[config.mk]
export PLATFORM = sky130hd
export DESIGN_NAME = spi_dac_frame_tx
export DESIGN_NICKNAME = d
export VERILOG_FILES = /design/src/rtl/spi_dac_pkg.sv /design/src/rtl/spi_dac_sclk_div.sv /design/src/rtl/spi_dac_shreg.sv /design/src/rtl/spi_dac_seq.sv /design/src/rtl/spi_dac_frame_tx.sv
export SDC_FILE = /design/constraint.sdc
export NUM_CORES = 1
export LEC_CHECK = 0
export BUFFER_PORTS_ARGS = -buffer_cell sky130_fd_sc_hd__buf_2
export CAP_MARGIN = 20
export CORE_ASPECT_RATIO = 0.9
export CORE_MARGIN = 2
export CORE_UTILIZATION = 55
export DETAILED_ROUTE_END_ITERATION = 16
export PLACE_DENSITY_LB_ADDON = 0.1
export SLEW_MARGIN = 30
export SYNTH_ARGS = -nofsm -noshare
export SYNTH_HDL_FRONTEND = slang
export SYNTH_SLANG_ARGS = --single-unit
export TNS_END_PERCENT = 30
[constraint.sdc]
create_clock -name clk -period 2.1 [get_ports clk]
set_input_delay 0.42 -clock clk [delete_from_list [all_inputs] [get_ports clk]]
set_output_delay 0.42 -clock clk [all_outputs]
set_load 0.1 [all_outputs]
[src/rtl/spi_dac_pkg.sv]
package spi_dac_pkg;

  // Sequencer steps; the encoding order is also the order of the steps.
  typedef enum logic [1:0] {
    ST_IDLE  = 2'd0,
    ST_LOAD  = 2'd1,
    ST_START = 2'd2,
    ST_SHIFT = 2'd3
  } seq_state_e;

endpackage

[src/rtl/spi_dac_sclk_div.sv]
// Free-running serial clock divider. CLK_DIV must be even and at least 2.
module spi_dac_sclk_div #(
  parameter int CLK_DIV = 6
) (
  input  logic clk,
  input  logic rst_n,
  output logic sclk_q,
  output logic fall_tick
);

  localparam int HALF = CLK_DIV / 2;
  localparam int CW   = (HALF > 1) ? $clog2(HALF) : 1;
  localparam logic [CW-1:0] CNT_LAST = CW'(HALF - 1);

  logic [CW-1:0] cnt_q, cnt_d;
  logic          sclk_d;
  logic          half_done;

  assign half_done = (cnt_q == CNT_LAST);

  always_comb begin
    cnt_d  = half_done ? '0 : cnt_q + 1'b1;
    sclk_d = half_done ? ~sclk_q : sclk_q;
  end

  always_ff @(posedge clk or negedge rst_n) begin
    if (!rst_n) begin
      cnt_q  <= '0;
      sclk_q <= 1'b0;
    end else begin
      cnt_q  <= cnt_d;
      sclk_q <= sclk_d;
    end
  end

  // High on the system edge at which the serial clock goes low.
  assign fall_tick = half_done & sclk_q;

endmodule

[src/rtl/spi_dac_shreg.sv]
// Parallel-load, left-shifting word register.
module spi_dac_shreg #(
  parameter int W = 16
) (
  input  logic         clk,
  input  logic         rst_n,
  input  logic         load_en,
  input  logic         shift_en,
  input  logic [W-1:0] load_val,
  output logic         msb
);

  logic [W-1:0] word_q, word_d;

  always_comb begin
    word_d = word_q;
    if (load_en)
      word_d = load_val;
    else if (shift_en)
      word_d = {word_q[W-2:0], 1'b0};
  end

  always_ff @(posedge clk or negedge rst_n) begin
    if (!rst_n)
      word_q <= '0;
    else
      word_q <= word_d;
  end

  assign msb = word_q[W-1];

endmodule

[src/rtl/spi_dac_seq.sv]
// Idle/load/start/shift sequencer; steps only when adv is high.
module spi_dac_seq
  import spi_dac_pkg::*;
#(
  parameter int FRAME_W = 16
) (
  input  logic clk,
  input  logic rst_n,
  input  logic adv,
  input  logic msb,
  output logic load_en,
  output logic shift_en,
  output logic cs_n,
  output logic mosi,
  output logic done
);

  localparam int BCW = $clog2(FRAME_W);
  localparam logic [BCW-1:0] CNT_TOP = BCW'(FRAME_W - 1);

  seq_state_e     state_q, state_d;
  logic [BCW-1:0] left_q, left_d;
  logic           cs_n_d, mosi_d, done_d;

  always_comb begin
    state_d  = state_q;
    left_d   = left_q;
    cs_n_d   = cs_n;
    mosi_d   = mosi;
    done_d   = done;
    load_en  = 1'b0;
    shift_en = 1'b0;
    if (adv) begin
      unique case (state_q)
        ST_IDLE: begin
          cs_n_d  = 1'b1;
          state_d = ST_LOAD;
        end
        ST_LOAD: begin
          done_d  = 1'b0;
          left_d  = CNT_TOP;
          load_en = 1'b1;
          state_d = ST_START;
        end
        ST_START: begin
          cs_n_d   = 1'b0;
          mosi_d   = msb;
          shift_en = 1'b1;
          left_d   = left_q - 1'b1;
          state_d  = ST_SHIFT;
        end
        ST_SHIFT: begin
          mosi_d   = msb;
          shift_en = 1'b1;
          if (left_q == '0) begin
            done_d  = 1'b1;
            state_d = ST_IDLE;
          end else begin
            left_d = left_q - 1'b1;
          end
        end
        default: state_d = ST_IDLE;
      endcase
    end
  end

  always_ff @(posedge clk or negedge rst_n) begin
    if (!rst_n) begin
      state_q <= ST_IDLE;
      left_q  <= '0;
      cs_n    <= 1'b1;
      mosi    <= 1'b0;
      done    <= 1'b0;
    end else begin
      state_q <= state_d;
      left_q  <= left_d;
      cs_n    <= cs_n_d;
      mosi    <= mosi_d;
      done    <= done_d;
    end
  end

endmodule

[src/rtl/spi_dac_frame_tx.sv]
module spi_dac_frame_tx #(
  parameter int CLK_DIV = 6,
  parameter int CTRL_W  = 8,
  parameter int DATA_W  = 8
) (
  input  logic              clk,
  input  logic              rst_n,
  input  logic [CTRL_W-1:0] ctrl_byte,
  input  logic [DATA_W-1:0] data_byte,
  output logic              sclk,
  output logic              cs_n,
  output logic              mosi,
  output logic              done
);

  localparam int FRAME_W = CTRL_W + DATA_W;

  logic sclk_q;
  logic fall_tick;
  logic load_en;
  logic shift_en;
  logic word_msb;

  spi_dac_sclk_div #(
    .CLK_DIV (CLK_DIV)
  ) u_div (
    .clk       (clk),
    .rst_n     (rst_n),
    .sclk_q    (sclk_q),
    .fall_tick (fall_tick)
  );

  spi_dac_seq #(
    .FRAME_W (FRAME_W)
  ) u_seq (
    .clk      (clk),
    .rst_n    (rst_n),
    .adv      (fall_tick),
    .msb      (word_msb),
    .load_en  (load_en),
    .shift_en (shift_en),
    .cs_n     (cs_n),
    .mosi     (mosi),
    .done     (done)
  );

  spi_dac_shreg #(
    .W (FRAME_W)
  ) u_shreg (
    .clk      (clk),
    .rst_n    (rst_n),
    .load_en  (load_en),
    .shift_en (shift_en),
    .load_val ({ctrl_byte, data_byte}),
    .msb      (word_msb)
  );

  // Serial clock reaches the pin only inside a word (mode 0 idle low).
  assign sclk = sclk_q & ~cs_n;

endmodule

======== After elaboration in Yosys (flattened, before gate mapping) ========
Index checks and enable logic that the tools add are counted.
storage, ports and cells
  memory bits (read-only) ................. 0
  latch bits .............................. 0
  bits in writable memories ............... 0
  register bits ........................... 28
  memories ................................ 0
operators by class
  order comparisons ....................... 0
  div/mod/pow operators ................... 0
  shifts and indexed selects .............. 0
  muxes and demuxes ....................... 14
  $add $sub $neg .......................... 2
  multiply operators ...................... 0
  reductions and logical operators ........ 12
  equality and inequality tests ........... 6
  bitwise operators ....................... 4
operator list
  cell                                                                      count
  16-bit 2-to-1 mux                                                         2
  4-bit case mux with 3 select lines                                        1
  2-bit case mux with 4 select lines                                        1
  2-bit == test (second input constant)                                     3
  2-bit AND reduction                                                       3
  3-bit AND reduction                                                       2
  2-bit nonzero test                                                        3
  1-bit 2-to-1 mux                                                          5
  4-bit zero test                                                           1
  2-bit 2-to-1 mux                                                          2
  4-bit 2-to-1 mux                                                          1
  1-bit case mux with 2 select lines                                        2
  4-bit by 1-bit subtractor with 4-bit output (second input constant)       1
  3-bit nonzero test                                                        1
  2-bit by 1-bit adder with 2-bit output (second input constant)            1
  1-bit bitwise AND                                                         2
  2-bit by 1-bit == test with 1-bit output (second input constant)          1
  2-bit zero test                                                           1
  2-bit by 1-bit inequality test with 1-bit output (second input constant)  1
  2-bit inequality test (second input constant)                             1
  1-bit NOT                                                                 2
  2-bit OR reduction                                                        1

======== Logic depth before layout (Yosys ltp) ========
  depth in word-level cells ............... 6
  depth in mapped cells ................... 8
  mapped depth without buffers ............ 6

======== By module ========
Synthesis repeated with hierarchy kept, for this count alone.
unflattened totals
  cells, all modules ...................... 130
  area total of the unflattened synthesis .. 1437.6 um2
by module, submodules not included
  module            sequential area each (um2)  times used  area an instance (um2)  cells each
  spi_dac_shreg     400.4                       1           742.0                   69
  spi_dac_seq       226.5                       1           559.3                   51
  spi_dac_sclk_div  75.1                        1           122.6                   9
  spi_dac_frame_tx  0.0                         1           13.8                    1

======== Least setup slack after synthesis ========
No wires, ideal clock.
  path type ............................... register to output
  from .................................... reg u_seq.cs_n
  to ...................................... out sclk
  data arrival time ....................... 1.927 ns
  cell stages (with the launch flop) ...... 2
  setup slack ............................. -0.247 ns
  cells stage by stage .................... dfstp_2 -> nor2b_1
on the way
  word-level cells in the longest chain between the ends .. 2
RTL lines
  item                      RTL line                text
  start: declaration        spi_dac_seq.sv:13       output logic cs_n,
  start signal: assignment  spi_dac_seq.sv:77       cs_n <= cs_n_d;
  1-bit NOT                 spi_dac_frame_tx.sv:59  assign sclk = sclk_q & ~cs_n;
  1-bit bitwise AND         spi_dac_frame_tx.sv:59
  end: declaration          spi_dac_frame_tx.sv:10  output logic sclk,
Every way passes these cells.

======== Final worst setup path ========
  from .................................... reg u_seq.state_q[0]
  to ...................................... reg u_seq.mosi
on the way
  word-level cells in the longest chain between the ends .. 3
  elaborated cells on any way between the ends .. 4
  classes of those cells .................. 2 x eq/ne; 2 x reduce/logical
RTL lines
  item                               RTL line           text
  start: declaration                 spi_dac_seq.sv:21  seq_state_e state_q, state_d;
  start signal: assignment           spi_dac_seq.sv:75  state_q <= state_d;
  2-bit == test                      spi_dac_seq.sv:34  unique case (state_q)
  2-bit OR reduction (no line) (*)   --
  2-bit AND reduction (no line) (*)  --
  end signal: assignment             spi_dac_seq.sv:78  mosi <= mosi_d;
  end: declaration                   spi_dac_seq.sv:14  output logic mosi,
Every way passes the cells marked *; elsewhere a longest branch is shown, timed or not.
A chain may end at the register's enable or synchronous reset.

==> impl_metrics.tcl <==
set metrics [dict create \
    routedWlPerCell_um 14.71 \
    grt_usage_pct 19.77 \
    p_leak_nw 0.7007 \
    synth-seq-area-share_pct 50.50 \
    hp-class "in2async" \
    slew_headroom_pct 59.81 \
    reg2reg_depth 5 \
    antenna_found_initial 0 \
    cp_top_family "simple AND/OR/NAND/NOR gates" \
    n_antenna_cell 0 \
    first_global_vias 1069 \
    yosys_most_used_dff "dfrtp_1" \
    max_freq_mhz 562.2 \
    clkLatencyLatePin_ns 0.32 \
    gp_congestion 0.7990 \
    initialDrtViolationCount 62 \
    drt-total-wl_mm 2.751 \
    r2r-end "u_seq.mosi" \
    cp_cell_sequence "inv_1 -> ha_1 -> or2_1 -> nand2_2 -> mux2_2" \
    cp-start-kind "flip-flop" \
    grt_max_degree 29 \
    num-fill-cells 220 \
    syn_to_final_growth_pct 8.911 \
    firstDrtPassIters 5 \
    rows 17 \
    grt_first_pass_wirelength_mm 4.554 \
    cap_viol_max_count 0 \
    ys_seq_elements 28 \
    holdWs_ns 0.07520 \
    die_area_um2 2946 \
    htreeDepth 1 \
    critPathRequiredTime_ns 2.33 \
    dp_hpwl_mm 1.955 \
    synthCells 139 \
    numCtsBuffers 3 \
    seq_area_um2 701.9 \
    cts_tree "built" \
    syn_area_um2 1390 \
    setup_tns_ns 0 \
    place_area_um2 1488 \
    powerDensity_nw_per_um2 552.4 \
    cp.depth 5 \
    final_common_cell "dfrtp_1" \
    slew_viol_final 0 \
    path_class "reg2reg" \
    reg2reg_from "u_seq.state_q[0]" \
    vias 1101 \
    rsz0062_at_grt "false" \
    nets 184 \
    start_util_pct 57.33 \
    ys_types 32 \
    grt_overflow 0 \
    crit_slowest_cell "dfrtp_1" \
    critPathBufInv 1 \
    tightest_slew_ns 0.6028 \
    io_buffer_count 21 \
    ant_nets 0 \
    syn-num-nets 163 \
    hold_buffers 0 \
    final.period_utilization_pct 84.70 \
    vias_per_cell 5.888 \
    drc 0 \
    drive_gt1_share_pct 19.50 \
    boundaryPins 22 \
    cp_slowest_stage_delay_ns 0.41 \
    critical_path.endpoint "u_seq.mosi" \
    outcome "finished, final reports clean" \
    fin_util_pct 62.44 \
    period_minus_slack_ns 1.779 \
    cts.clk_slew.worst_paths_ns 0.15 \
    core_um2 2425 \
    design_area_um2 1514 \
    peakVddDrop_mv 0.3986 \
    r2r_slack_ns 0.32 \
    hold_viol_final 0 \
    async_reset_ff_share_pct 100.0 \
    ctsRootBufferMaster "clkbuf_4" \
    die_width_um 56.99 \
    p_total_mw 0.8363 \
    path_max_fanout 9 \
    cts_resized 0 \
    cp-startpoint "u_seq.state_q[0]" \
    finalClockSkew_ns 0.004410 \
    cts.sinks 28 \
    dieHeight_um 51.70 \
    multi_input_area_um2 608.1 \
    syn_avg_cell_area_um2 10.00 \
    clk_path_buf_depth 2 \
    critPathCaptureType "flip-flop" \
    post_cts_buffers 0 \
    crit_arrival_ns 2.01 \
    final_cell_mix "27 x dfrtp_1, 21 x buf_2, 16 x nand2_1" \
    yosys_warnings 0 \
    synth_edf_count 0 \
    setup_violations 0 \
]
[state kept, by name, indices dropped and copies added, names as in the netlist]
| register | cells |
|---|---|
| u_div.cnt_q | 2 |
| u_div.sclk_q | 1 |
| u_seq.cs_n | 1 |
| u_seq.done | 1 |
| u_seq.left_q | 4 |
| u_seq.mosi | 1 |
| u_seq.state_q | 2 |
| u_shreg.word_q | 16 |
[layer usage]
layer,vias up,part of all wire [%],track usage (%)
met3,4,4.8,2.736
met4,0,1.1,6.977
li1,540,-,-
met2,38,46,31.99
met1,519,48,27.42
met5,-,0,0
[cells in the mapped netlist (2+ instances only)]
master,number,area (um^2)
clkbuf_1,2,7.510
o21ai_1,11,55.05
buf_6,4,45.04
o22ai_1,10,62.56
inv_1,8,30.03
ha_1,6,75.07
nor2_1,7,26.28
a22oi_1,9,67.56
nand2_1,16,60.06
o21ai_0,5,25.02
nor2b_1,2,12.51
a21oi_1,12,60.06
dfrtp_1,27,675.7
and3_1,2,12.51
[kinds of logic after synthesis]
logic type      after synthesis  synth area share, %
compound gates               54                24.30
xor+xnor                      1               0.6302
fa+ha+maj                     6                5.400
buf+inv                      14                5.941
flops                        28                50.50
mux                           2                1.530
simple gates                 34                11.70
[power breakdown]
group	switching [mW]	total, mW	leakage (nW)	internal, mW
Combinational	0.0281	0.0487	0.349	0.0205
Sequential	0.00765	0.558	0.337	0.550
Clock	0.155	0.230	0.0150	0.0744
Total	0.191	0.836	0.701	0.645
[worst min-delay path by stage]
stage / end / slack (ns) / start
2_1_floorplan: u_div.cnt_q[0] / 0.12 / rst_n
3_3_place_gp: u_div.cnt_q[0] / 0.45 / u_div.cnt_q[0]
3_5_place_dp: u_seq.left_q[2] / 0.47 / rst_n
4_1_cts: u_shreg.word_q[14] / 0.10 / rst_n
5_1_grt: u_shreg.word_q[8] / 0.12 / rst_n
6_report: u_seq.done / 0.08 / rst_n
[area by class of cell]
cell class              count  share of cell area, %
clock buffers               4                  1.736
inverters                   8                  1.983
multi-input cells          97                  40.17
flip-flops and latches     28                  46.36
well taps                  28                  2.314
repair buffers             22                  7.438
[worst register-to-register path: stages, from the launching register on]
cell and delay (ns):
dfrtp_1 0.41, inv_1 0.10, ha_1 0.27, or2_1 0.38, nand2_2 0.19, mux2_2 0.35
[metrics by stage]
stage | std cells | setup WS, ns
final | 187 | 0.3214
after global routing | 187 | 0.1982
after CTS | 187 | 0.3238
after detailed placement | 183 | 0.3612
after global placement | 183 | 0.4361
after floorplan | 139 | 0.2800
Power figures use the tool's default switching activity.
